$ cat src/rtl/stc_counter.sv
module stc_counter #(
  parameter int BASE_W  = 33,
  parameter int EXT_W   = 9,
  parameter int EXT_MOD = 300
) (
  input  logic                      clk,
  input  logic                      rst_n,
  input  logic                      pkt_strobe,
  input  logic                      load_en,
  input  logic [BASE_W-1:0]         load_base,
  input  logic [EXT_W-1:0]          load_ext,
  input  logic                      ts_read,
  output logic [BASE_W+EXT_W-1:0]   live_time,
  output logic [BASE_W+EXT_W-1:0]   ts_time,
  output logic                      ts_valid,
  output logic                      ts_overrun
);
  localparam int TIME_W = BASE_W + EXT_W;
  localparam logic [EXT_W-1:0] EXT_LAST = EXT_W'(EXT_MOD - 1);

  logic [BASE_W-1:0] base_q;
  logic [EXT_W-1:0]  ext_q;
  logic [2:0]        strb_q;
  logic              cap_pulse;
  logic [EXT_W-1:0]  ext_ld;

  assign ext_ld    = (load_ext > EXT_LAST) ? EXT_LAST : load_ext;
  assign cap_pulse = strb_q[1] & ~strb_q[2];
  assign live_time = {base_q, ext_q};

  always_ff @(posedge clk or negedge rst_n) begin
    if (!rst_n) begin
      base_q <= '0;
      ext_q  <= '0;
    end else if (load_en) begin
      base_q <= load_base;
      ext_q  <= ext_ld;
    end else if (ext_q == EXT_LAST) begin
      base_q <= base_q + 1'b1;
      ext_q  <= '0;
    end else begin
      ext_q  <= ext_q + 1'b1;
    end
  end

  always_ff @(posedge clk or negedge rst_n) begin
    if (!rst_n) strb_q <= '0;
    else        strb_q <= {strb_q[1:0], pkt_strobe};
  end

  always_ff @(posedge clk or negedge rst_n) begin
    if (!rst_n) begin
      ts_time    <= '0;
      ts_valid   <= 1'b0;
      ts_overrun <= 1'b0;
    end else begin
      if (cap_pulse) ts_time <= live_time;

      if (cap_pulse)    ts_valid <= 1'b1;
      else if (ts_read) ts_valid <= 1'b0;

      if (cap_pulse && ts_valid && !ts_read) ts_overrun <= 1'b1;
      else if (ts_read)                      ts_overrun <= 1'b0;
    end
  end

  logic [TIME_W-1:0] unused_w;
  assign unused_w = '0;
endmodule


$ cat config.mk
export PLATFORM = sky130hd
export DESIGN_NAME = stc_counter
export DESIGN_NICKNAME = d
export VERILOG_FILES = /design/src/rtl/stc_counter.sv
export SDC_FILE = /design/constraint.sdc
export NUM_CORES = 1
export LEC_CHECK = 0
export ABC_AREA = 0
export CORE_MARGIN = 10
export CORE_UTILIZATION = 30
export CTS_CLUSTER_DIAMETER = 40
export DETAILED_ROUTE_END_ITERATION = 7
export PLACE_DENSITY_LB_ADDON = 0.2
export SYNTH_ARGS = -nofsm -noshare
export SYNTH_HDL_FRONTEND = slang
export SYNTH_SLANG_ARGS = --single-unit
$ cat constraint.sdc
create_clock -name clk -period 2.8 [get_ports clk]
set_clock_uncertainty 0.2 [all_clocks]
set_input_delay 0.42 -clock clk [delete_from_list [all_inputs] [get_ports clk]]
set_output_delay 0.42 -clock clk [all_outputs]
set_load 0.05 [all_outputs]
Yosys cells after proc, flatten, opt, wreduce, memory -nomap -nowiden

Index checks and enable logic that the tools add are counted.

Bits in registers: 89
Bits in latches: 0
RAM bits: 0
Bits in read-only memories: 0
Input port bits: 47
Output and inout bits: 86
Logic and storage cells: 26
Memories: 0

Add/sub/neg operators: 2
$mul: 0
Divide/modulo/power cells: 0
$lt $le $gt $ge: 1
Equality and inequality tests: 1
Shifts and indexed selects: 0
Muxes and demuxes: 8
Bitwise logic cells: 2
Reduce and logical (&&, ||, !) cells: 6

Operators with widths:

| cell                                           | count |
|---|---|
| two-way mux 33 bit                             | 2 |
| adder 33 x 1 -> 33 bit (second input constant) | 1 |
| two-way mux 9 bit                              | 3 |
| adder 9 x 1 -> 9 bit (second input constant)   | 1 |
| == test 9 bit (second input constant)          | 1 |
| > comparator 9 bit (second input constant)     | 1 |
| nonzero test 2 bit                             | 3 |
| two-way mux 1 bit                              | 3 |
| logical AND 1 bit                              | 2 |
| bitwise AND 1 bit                              | 1 |
| logical NOT 1 bit                              | 1 |
| NOT 1 bit                                      | 1 |

Longest topological paths before layout

Depth after elaboration: 5
Gate-level depth with buffers: 7
Gate-level depth less buffers: 5

Worst setup path after synthesis

OpenSTA, ideal clock, no wires.

Path kind: reg2reg
Start: reg ext_q[0]
End: reg base_q[7]
Library setup time: 0.070 ns
Arrival time: 2.048 ns
Data required time: 2.530 ns
Setup slack: 0.482 ns
Cell stages (with the launch flop): 8
Buffers on the path: 2
Period minus slack after synthesis: 2.318 ns
Cell sequence: dfrtp_1 > ha_1 > and4bb_1 > buf_4 > nand4_2 > buf_2 > or4_1 > nand3_1

Cells in the longest elaborated chain, start to end: 2

Ends and longest elaborated chain:

| item                         | line | text |
|---|---|---|
| from (decl)                  | 22   | `logic [EXT_W-1:0] ext_q;` |
| from (signal assigned)       | 37   | `ext_q <= ext_ld;` |
| from (signal assigned)       | 42   | `ext_q <= ext_q + 1'b1;` |
| == test 9 bit                | 38   | `end else if (ext_q == EXT_LAST) begin` |
| nonzero test 2 bit (no line) | -    |  |
| to (signal assigned)         | 36   | `base_q <= load_base;` |
| to (signal assigned)         | 39   | `base_q <= base_q + 1'b1;` |
| to (decl)                    | 21   | `logic [BASE_W-1:0] base_q;` |

No other way between the ends.
A chain may end at the register's enable or synchronous reset.

Worst setup path after layout

Start: reg ext_q[0]
End: reg base_q[29]

Same word-level chain as after synthesis.

==> summary.md <==
| Metric | Value |
|---|---|
| Slowest cell on crit path | or4_1 |
| Crit Path Max Fanout | 15 |
| Comb power frac | 34.0% |
| Final WL | 13100 µm |
| Min-Delay Path Depth | 0 |
| Sw power | 0.00166 W |
| DP Wirelength | ~10000 µm |
| Die ar. | 19600 µm² |
| Hold path start | strb_q[0] |
| Hold EP | strb_q[1] |
| Worst min-delay path class | flip-flop to flip-flop |
| Cell Count, Final, Fillers Out | 708 |
| Share of the synthesized area in the top cell type | 51.6% |
| CORE AREA | 14000 µm² |
| Drt first pass iters | 5 |
| Clock Path Buffers | 2 |
| Top-count cell post-synth | dfrtp_1 |
| WP data arrival | 2.57 ns |
| WP data required | 2.86 ns |
| Via count of the first global-routing pass | 3726 |
| Starting Density | 30.8% |
| Final Max Slew Viols | 0 |
| Mapped Area | 4320 µm² |
| Setup slack after layout | 0.289 ns |
| Hold Fails Final Rpt | 0 |
| Internal power | 0.00294 W |
| Post-Syn Instances | around 390 |
| # diodes | 0 |
| Final core occ | 44.4% |
| Final setup vio count | 0 |
| Synth Area per Inst | 11.0 µm² |
| Clk network pwr share | 30.5% |
| Setup Total Neg Slack | 0 ns |
| # H-tree levels | 3 |
| GRT overflow | 0 |
| Status | finished clean |
| Boundary pin count | 133 |
| Post-CTS sizing | 0 |
| Hold_ws | 0.155 ns |
| F_max | 398 MHz |
| RSZ-0062 raised after global routing | no |
| Share of layout cells above drive strength 1 | around 15% |
| DR WL/cell | about 18 µm |
| Critical path endpoint category | flip-flop |
| Num CTS Buffers | 9 |
| PwrDens | 742 nW/µm² |
| Clock Sinks | 89 |
| Worst R2R Setup Slack | 0.29 ns |
| Pre-CTS setup slack | 0.272 ns |
| Antenna violations before repair | 0 |
| Tmin final | 2.51 ns |
| FF-to-FF End | base_q[29] |
| PortBufs | between 100 and 150 |
| Max-slew headroom | 57.7% |
| R2R depth | 5 |
| Dpl cells | approximately 690 |
| Slew @ Worst Pin | 0.635 ns |
| Sw Ratio | 36.0% |
| Total Routing Usage GR | 13.4% |
| Peak supply drop | 0.542 mV |
| Max Cap Viol | 0 |
| Yosys Warn Count | 0 |
| Area Growth Syn to Fin | 43.8% |
| Number of synthesized register bits | between 80 and 90 |
| Sequential group share of total power | 35.5% |
| Clk_lat worst skew | 0.35 ns |
| Largest cells by area after synthesis | dfrtp_1, mux2_2, a31oi_1 |
| Leak | 2.40 nW |
| Commonest cells in the synthesized netlist | dfrtp_1, mux2_2, nand2_1 |
| Vias | 3639 |
| Post-synthesis sequential area ratio | roughly 52% |
| Die Span Y | ~140 µm |
| Worst r2r src | ext_q[0] |
| Final worst-path cycle share | 89.7% |
| Starting DRT DRC Count | 250 |
| Ys async rst share | 100% |
| Die Width | around 140 µm |
| Critical-path cell list | ha_1 > and4bb_1 > nand4_2 > or4_1 > a31oi_1 |
| EDFF count, synth | 0 |
| Largest net degree at the start of global routing | 47 |
| Worst Setup Path Type | flip-flop to flip-flop |
| Startpoint class of the critical path | flip-flop |
| Post-DRT Antenna Nets | 0 |
| DR DRC count | 0 |
| Layout net count | 572 |
| Distinct cell type count of the synthesized netlist | between 50 and 60 |
| Max incr delay on CP | 0.58 ns |
| First-pass GRT wire length | about 21000 µm |
| CTS root buf | clkbuf_16 |
| Synth area leader | dfrtp_1 |
| Top_reg_cell synth | dfrtp_1 |
| Synth Net Count | roughly 440 |
| RD Place Congestion | 0.782 |
| DR vias/cell | 5.14 |
| CTS tree | done |
| Worst-path clk slew | 0.06 ns |
| Row count | 43 |
-- worst max-delay path: cells and delay by family, from the launching register on --
kind                       cells  cell delay (ns)
and+or+nand+nor                3             1.42
adders and majority gates      1             0.24
AOI/OAI and AO/OA              1             0.18
DFF                            1             0.39
-- state kept, by name (all words and copies together), names as in the netlist --
signal and flops:
ts_time 42, base_q 33, ext_q 9, strb_q 3, ts_overrun 1, ts_valid 1
-- through the flow --
step	total power (W)	area [µm²]
floorplan	0.00262	4320
global route	0.00482	6200
CTS	0.00467	6200
finish	0.00460	6200
detailed placement	0.00324	5850
global placement	0.00322	5850
-- cell usage in the layout (no fill, tap or decap), drive strengths merged, types with 10 or more instances in the layout --
cell	instances
buf	11
and3	10
or4	14
nor2	23
mux2	41
o21ai	21
nand4	10
nand3	19
a31oi	17
nand2	28
dfrtp	89
clkbuf	11
o31ai	11
clkdlybuf4s50	130
-- how the worst max path moves through the flow --
stage | to | startpoint | slack [ns] | depth (start not counted)
final | base_q[29] | ext_q[0] | 0.29 | 5
after CTS | base_q[29] | ext_q[0] | 0.25 | 5
after detailed placement | base_q[19] | ext_q[0] | 0.27 | 5
after global routing | base_q[29] | ext_q[0] | 0.07 | 5
after global placement | base_q[19] | ext_q[0] | 0.34 | 5
after floorplan | base_q[7] | ext_q[0] | 0.48 | 7
-- power by group through the flow --
stage	clock network [W]	registers (W)	logic, W
after floorplan	0	0.00228	0.000341
after global placement	0	0.00165	0.00157
after detailed placement	0	0.00166	0.00158
after CTS	0.00145	0.00164	0.00159
after global routing	0.00151	0.00167	0.00165
final	0.00140	0.00163	0.00156
-- area by class of cell --
cell class	instances	area (µm²)
clock buffer	11	243
clock inverter	5	103
fill	1339	7780
inverter	7	26.3
multi-input combinational	274	1960
sequential	89	2230
tap	180	225
timing repair buffer	142	1420
-- kinds of logic (layout without fill, tap and decap cells) --
family | count (synthesis) | after routing | share of synthesized area (%)
xor gates and xnor gates | 12 | 12 | 2.44
buffers and inverters | 30 | 165 | 3.07
muxes | 45 | 45 | 11.6
DFF | 89 | 89 | 51.6
adders and majority gates | 2 | 2 | 0.580
AOI/OAI and AO/OA | 76 | 76 | 11.9
and+or+nand+nor | 139 | 139 | 18.7
-- routing by layer --
metal  share of wire [%]  GRT usage (%)  wire length [µm]
met1                  45           17.2              5830
met2                  44           19.6              5800
met3                 9.9           6.02              1290
met4                 1.2           4.08               159
met5                   0              0                 0
-- timing repair --
item / in CTS / in global routing
hold buffers: 1 / 0
endpoints found under the setup margin: 0 / 0
buffers inserted: 0 / 0
endpoints found under the hold margin: 45 / 0
(Power assumes the default switching activity.)
